<file path="src/rtl/bin2bcd_pkg.sv">
package bin2bcd_pkg;
  localparam int unsigned NIBBLE_W = 4;

  // add-3 correction of one decimal column
  function automatic logic [NIBBLE_W-1:0] dd_fix(input logic [NIBBLE_W-1:0] d);
    return (d >= 4'd5) ? d + 4'd3 : d;
  endfunction
endpackage

</file>
<file path="src/rtl/bin2bcd_col_adj.sv">
module bin2bcd_col_adj
  import bin2bcd_pkg::*;
#(
  parameter int unsigned DIGITS = 3
) (
  input  logic [NIBBLE_W*DIGITS-1:0] col_i,
  output logic [NIBBLE_W*DIGITS-1:0] col_o
);
  for (genvar g = 0; g < DIGITS; g++) begin : g_col
    assign col_o[g*NIBBLE_W +: NIBBLE_W] = dd_fix(col_i[g*NIBBLE_W +: NIBBLE_W]);
  end
endmodule

</file>
<file path="src/rtl/bin2bcd_ctrl.sv">
module bin2bcd_ctrl #(
  parameter int unsigned STEPS = 8
) (
  input  logic clk_i,
  input  logic rst_ni,
  input  logic start_i,
  output logic load_o,
  output logic shift_o,
  output logic last_o,
  output logic ready_o,
  output logic done_o
);
  localparam int unsigned CNT_W = (STEPS > 1) ? $clog2(STEPS) : 1;
  localparam logic [CNT_W-1:0] LAST_CNT = CNT_W'(STEPS - 1);

  logic             busy_q;
  logic [CNT_W-1:0] cnt_q;
  logic             done_q;

  assign load_o  = start_i & ~busy_q;
  assign shift_o = busy_q;
  assign last_o  = busy_q & (cnt_q == LAST_CNT);
  assign ready_o = ~busy_q;
  assign done_o  = done_q;

  always_ff @(posedge clk_i or negedge rst_ni) begin
    if (!rst_ni) begin
      busy_q <= 1'b0;
      cnt_q  <= '0;
      done_q <= 1'b0;
    end else begin
      done_q <= last_o;
      if (load_o) begin
        busy_q <= 1'b1;
        cnt_q  <= '0;
      end else if (busy_q) begin
        if (last_o) begin
          busy_q <= 1'b0;
          cnt_q  <= '0;
        end else begin
          cnt_q <= cnt_q + 1'b1;
        end
      end
    end
  end

  assert_done_pulse_R7: assert property (@(posedge clk_i) disable iff (!rst_ni)
    done_o |=> !done_o);

  assert_busy_ignores_start_R6: assert property (@(posedge clk_i) disable iff (!rst_ni)
    (busy_q && !last_o) |=> (busy_q && cnt_q == $past(cnt_q) + 1'b1));

  assert_last_returns_idle_R6: assert property (@(posedge clk_i) disable iff (!rst_ni)
    last_o |=> (ready_o && done_o));

  assert_ready_with_done_R8: assert property (@(posedge clk_i) disable iff (!rst_ni)
    done_o |-> ready_o);
endmodule

</file>
<file path="src/rtl/bin2bcd_seq.sv">
module bin2bcd_seq
  import bin2bcd_pkg::*;
#(
  parameter int unsigned BIN_W  = 8,
  parameter int unsigned DIGITS = 3
) (
  input  logic                       clk_i,
  input  logic                       rst_ni,
  input  logic                       start_i,
  input  logic [BIN_W-1:0]           bin_i,
  output logic                       ready_o,
  output logic [NIBBLE_W*DIGITS-1:0] bcd_o,
  output logic                       done_o
);
  localparam int unsigned DIG_W   = NIBBLE_W * DIGITS;
  localparam int unsigned CHAIN_W = DIG_W + BIN_W;

  logic               load, shift, last;
  logic [CHAIN_W-1:0] chain_q;
  logic [DIG_W-1:0]   adj_cols;
  logic [CHAIN_W-1:0] pre_shift;
  logic [CHAIN_W-1:0] chain_next;
  logic [DIG_W-1:0]   bcd_q;

  bin2bcd_ctrl #(.STEPS(BIN_W)) u_ctrl (
    .clk_i   (clk_i),
    .rst_ni  (rst_ni),
    .start_i (start_i),
    .load_o  (load),
    .shift_o (shift),
    .last_o  (last),
    .ready_o (ready_o),
    .done_o  (done_o)
  );

  bin2bcd_col_adj #(.DIGITS(DIGITS)) u_adj (
    .col_i (chain_q[CHAIN_W-1:BIN_W]),
    .col_o (adj_cols)
  );

  // correct columns, then shift the whole chain one bit left
  assign pre_shift  = {adj_cols, chain_q[BIN_W-1:0]};
  assign chain_next = pre_shift << 1;

  always_ff @(posedge clk_i or negedge rst_ni) begin
    if (!rst_ni) begin
      chain_q <= '0;
      bcd_q   <= '0;
    end else begin
      if (load)       chain_q <= {{DIG_W{1'b0}}, bin_i};
      else if (shift) chain_q <= chain_next;
      if (last)       bcd_q   <= chain_next[CHAIN_W-1:BIN_W];
    end
  end

  assign bcd_o = bcd_q;

  for (genvar g = 0; g < DIGITS; g++) begin : g_chk
    assert_digit_range_R1: assert property (@(posedge clk_i) disable iff (!rst_ni)
      !ready_o |-> (chain_q[BIN_W + g*NIBBLE_W +: NIBBLE_W] <= 4'd9));
    assert_result_digit_R4: assert property (@(posedge clk_i) disable iff (!rst_ni)
      done_o |-> (bcd_o[g*NIBBLE_W +: NIBBLE_W] <= 4'd9));
  end

  assert_cols_cleared_R5: assert property (@(posedge clk_i) disable iff (!rst_ni)
    load |=> (chain_q[CHAIN_W-1:BIN_W] == '0));

  assert_result_hold_R9: assert property (@(posedge clk_i) disable iff (!rst_ni)
    !done_o |-> $stable(bcd_o));
endmodule

</file>
<file path="config.mk">
export PLATFORM = sky130hd
export DESIGN_NAME = bin2bcd_seq
export DESIGN_NICKNAME = d
export VERILOG_FILES = /design/src/rtl/bin2bcd_pkg.sv /design/src/rtl/bin2bcd_col_adj.sv /design/src/rtl/bin2bcd_ctrl.sv /design/src/rtl/bin2bcd_seq.sv
export SDC_FILE = /design/constraint.sdc
export NUM_CORES = 1
export LEC_CHECK = 0
export BUFFER_PORTS_ARGS = -buffer_cell sky130_fd_sc_hd__buf_2
export CORE_ASPECT_RATIO = 0.8
export CORE_MARGIN = 2
export CORE_UTILIZATION = 50
export DETAILED_ROUTE_END_ITERATION = 7
export GPL_TIMING_DRIVEN = 0
export PLACE_DENSITY_LB_ADDON = 0.3
export SYNTH_ARGS = -nofsm -noshare
export SYNTH_HDL_FRONTEND = slang
export SYNTH_HIERARCHICAL = 1
export SYNTH_SLANG_ARGS = --single-unit
</file>
<file path="constraint.sdc">
create_clock -name clk_i -period 1.8 [get_ports clk_i]
set_input_delay 0.36 -clock clk_i [delete_from_list [all_inputs] [get_ports clk_i]]
set_output_delay 0.36 -clock clk_i [all_outputs]
set_load 0.005 [all_outputs]
</file>
Yosys cells after proc, flatten, opt, wreduce, memory -nomap -nowiden:

Cells that the tools add are included.

* reduce and logical (&&, ||, !) cells: 1
* bitwise gates (word level): 3
* add/sub/neg operators: 4
* eq/ne operators: 1
* muxes and demuxes: 11
* magnitude comparators: 3

Operators with widths (count)
* 2-to-1 mux 20 bit: 2
* greater-or-equal comparator 4 x 3 -> 1 bit, second input constant: 3
* 2-to-1 mux 3 bit: 4
* adder 4 x 2 -> 4 bit, second input constant: 2
* 2-to-1 mux 4 bit: 2
* adder 3 x 1 -> 3 bit, second input constant: 1
* adder 3 x 2 -> 3 bit, second input constant: 1
* equality test 3 bit, second input constant: 1
* 2-to-1 mux 1 bit: 3
* bitwise AND 1 bit: 2
* nonzero test 2 bit: 1
* NOT 1 bit: 1

* bits in registers: 37
* output and inout port bits: 14
* input port bits: 11
* logic and storage cells: 28

Longest topological paths before layout:

* depth in word-level cells: 5
* depth in mapped cells: 7
* depth with buffers taken out: 7

By module:

The synthesis kept the hierarchy.

Modules (own cells, without submodules)
* bin2bcd_seq: area each 1336.3 sq um, seq. area each 800.8 sq um, times used 1, cells each 98
* bin2bcd_col_adj: area each 304.0 sq um, seq. area each 0.0 sq um, times used 1, cells each 48
* bin2bcd_ctrl: area each 216.5 sq um, seq. area each 125.1 sq um, times used 1, cells each 17

Least setup slack after synthesis:

No wires, ideal clock.

* path kind: reg-to-reg
* start: register u_ctrl.cnt_q[0]
* end: register bcd_q[10] (netlist: bcd_o[10])
* data arrival time: 1.418 ns
* path buffers: 1
* period minus slack after synthesis: 1.543 ns
* library setup time: 0.125 ns
* stages on the path, launching flop included: 6
* required time: 1.675 ns
* path slack: 0.257 ns
* cell sequence: dfrtp_1 > ha_1 > ha_1 > and2_2 > buf_6 > mux2_4

* word-level cells in the longest chain between the ends: 2

Ends and longest elaborated chain
* from (decl): line bin2bcd_ctrl.sv:17 `logic [CNT_W-1:0] cnt_q;`
* from (signal assigned): line bin2bcd_ctrl.sv:41 `cnt_q <= cnt_q + 1'b1;`
* equality test 3 bit: line bin2bcd_ctrl.sv:22 `assign last_o = busy_q & (cnt_q == LAST_CNT);`
* bitwise AND 1 bit: line bin2bcd_ctrl.sv:22
* via last: line bin2bcd_seq.sv:18 `logic load, shift, last;`
* to (signal assigned): line bin2bcd_seq.sv:52 `if (last) bcd_q <= chain_next[CHAIN_W-1:BIN_W];`
* to (decl): line bin2bcd_seq.sv:23 `logic [DIG_W-1:0] bcd_q;`

The timed path passes the listed nets, and every way through them passes these cells.
A chain may end at the register's enable or synchronous reset.

Final worst setup path:

* start: register u_ctrl.cnt_q[0]
* end: register bcd_q[2] (netlist: bcd_o[2])

Same word-level chain as after synthesis.

==> results.yml <==
clock_network:
  worst_setup_hold_path_clk_slew_ns: 0.07
  cts_made_buffers: 5
  cts_tree: "built"
  ctsHtreeMaxLevel: 2
  clock_latency_ns: 0.28
  clock_sinks: 37
  root_buffer: "clkbuf_8"
  cts_resized: 0
  max-clock-path-buffers: 2
  cts_setup_buffers: 0
  hold_buffers: 0
grt:
  grtUsageTotal_pct: 17.1
  grt_pass1_vias: 1202
  grt_overflow: 0
  grt_max_degree: 38
  grt_first_pass_wirelength_um: 5470
  grt_antenna_before_repair: 0
critical_path:
  cp_num_buf_inv: 1
  crit_end: "bcd_o[2]$_DFFE_PN0P_"
  crit_fanout: 10
  max_stage_delay_ns: 0.40
  end_kind: "register"
  critical_path_class: "register to register"
  r2r_cells: 5
  reg2reg_slack_ns: 0.15
  crit_cells: 5
  cp-start-kind: "register"
  cpMostUsedCell: "ha_1"
  cpLargestDelayFamily: "adder cells"
  cp_slowest_cell: "dfrtp_1"
  r2r_end: "bcd_o[2]$_DFFE_PN0P_"
  worstPathRequired_ns: 1.97
  cp-startpoint: "u_ctrl/cnt_q[0]$_DFFE_PN0P_"
  timing.rr.start: "u_ctrl/cnt_q[0]$_DFFE_PN0P_"
  cp.arrival_ns: 1.82
  path_cells: "ha_1 -> ha_1 -> and2_2 -> buf_6 -> mux2_4"
finish:
  fill_cells: 274
  antenna_cells: 0
  nets: 209
  fin_cells: 233
  drive_gt1_share_pct: 29.8
  area_growth_pct: 14.9
routing:
  drcViolationCount: 0
  vias_per_cell: 5.09
  ant_nets: 0
  dr.first_iter.drc_count: 62
  dr.pass1.iters: 4
  wirelength_um: 3170
  vias: 1185
  post_drt_wl_per_cell_um: 13.6
run:
  cap_violations: 0
sta:
  slew_headroom_pct: 45.6
  hold_violations: 0
  slew_viol_final: 0
  skew_ns: 0.00525
  finalCritPeriodShare_pct: 91.7
  setup-violations-final: 0
  layout_setup_ws_ns: 0.150
  tightest_slew_ns: 0.816
  tns_ns: 0
  rsz0062_at_grt: "false"
  fmax_mhz: 606
  fin_crit_ns: 1.65
status:
  outcome: "complete, no violations"
logic_synthesis:
  syn_area_mm2: 0.00184
  postSynthAreaPerCell_um2: 11.6
  synthCells: 159
  syn-num-nets: 178
  yosysWarnings: 6
die:
  die_height_um: 58.2
  rows: 19
  start_util_pct: 52.9
  pin_count: 25
  core-area_mm2: 0.00347
  fp.dieW_um: 71.8
  die-area_mm2: 0.00418
pwr:
  power.density_mw_per_mm2: 1910
  peakVddDrop_mv: 0.835
  p_leak_nw: 1.17
placement:
  port_buffers: 24
  dpl.hpwl_um: 2280
  detailedPlace.worstSlack_ns: 0.160
  place_inst: 225
  gp_congestion: 0.856
worst_hold_path:
  hold_path.class: "input pin to async pin"
==> sequential cells by signal (all words and copies together), names as in the netlist <==
register        count
u_ctrl/shift_o      1
u_ctrl/done_o       1
u_ctrl/cnt_q        3
chain_q            20
bcd_o              12
==> where the power goes <==
group          leakage (nW)  internal, mW  switching [mW]
registers             0.467          1.21           0.285
logic                 0.646         0.992           0.907
clock network        0.0542         0.346           0.280
==> per-layer routing <==
metal	global-route usage (%)	up-vias	routed length, um
met5	0	-	0
met4	6.47	0	42
met3	4.35	5	119
met2	26.9	18	1450
met1	23.1	574	1550
li1	-	588	-
==> cell type report <==
cell class                 count  area [um^2]  area share (%)
sequential                    37          926            43.9
multi-input combinational    108          830            39.3
timing repair buffer          24          120            5.69
clock buffer                   7         96.3            4.56
tap                           42         52.6            2.49
buffer                         6         51.3            2.43
inverter                       8         30.0            1.42
clock inverter                 1         5.00           0.237
==> cells in the final DEF (no fill, tap or decap), drive strengths merged <==
master,count
nand2b,6
nor2,18
a32o,1
nand2,19
a21oi,3
o21ai,12
clkbuf,7
xnor2,3
ha,8
inv,8
and2b,1
buf,30
clkinv,1
and2,1
dfrtp,37
a22o,2
mux2,12
mux2i,22
==> worst min path at each step <==
stage	end	slack [ns]
floorplan	bcd_o[0]$_DFFE_PN0P_	0.06
global placement	bcd_o[5]$_DFFE_PN0P_	0.48
detailed placement	u_ctrl/cnt_q[1]$_DFFE_PN0P_	0.49
CTS	bcd_o[7]$_DFFE_PN0P_	0.19
global route	chain_q[15]$_DFFE_PN0P_	0.23
finish	bcd_o[7]$_DFFE_PN0P_	0.17
==> per-stage QoR <==
stage	power [mW]	hold slack, ns	cell area (um^2)	util (%)
floorplan	2.94	0.0644	1840	-
global placement	3.31	0.479	2010	57.9
detailed placement	3.43	0.487	2010	57.9
CTS	4.07	0.193	2110	60.8
global route	4.37	0.232	2110	60.8
finish	4.02	0.167	2110	60.8
Power figures use the tool's default switching activity.
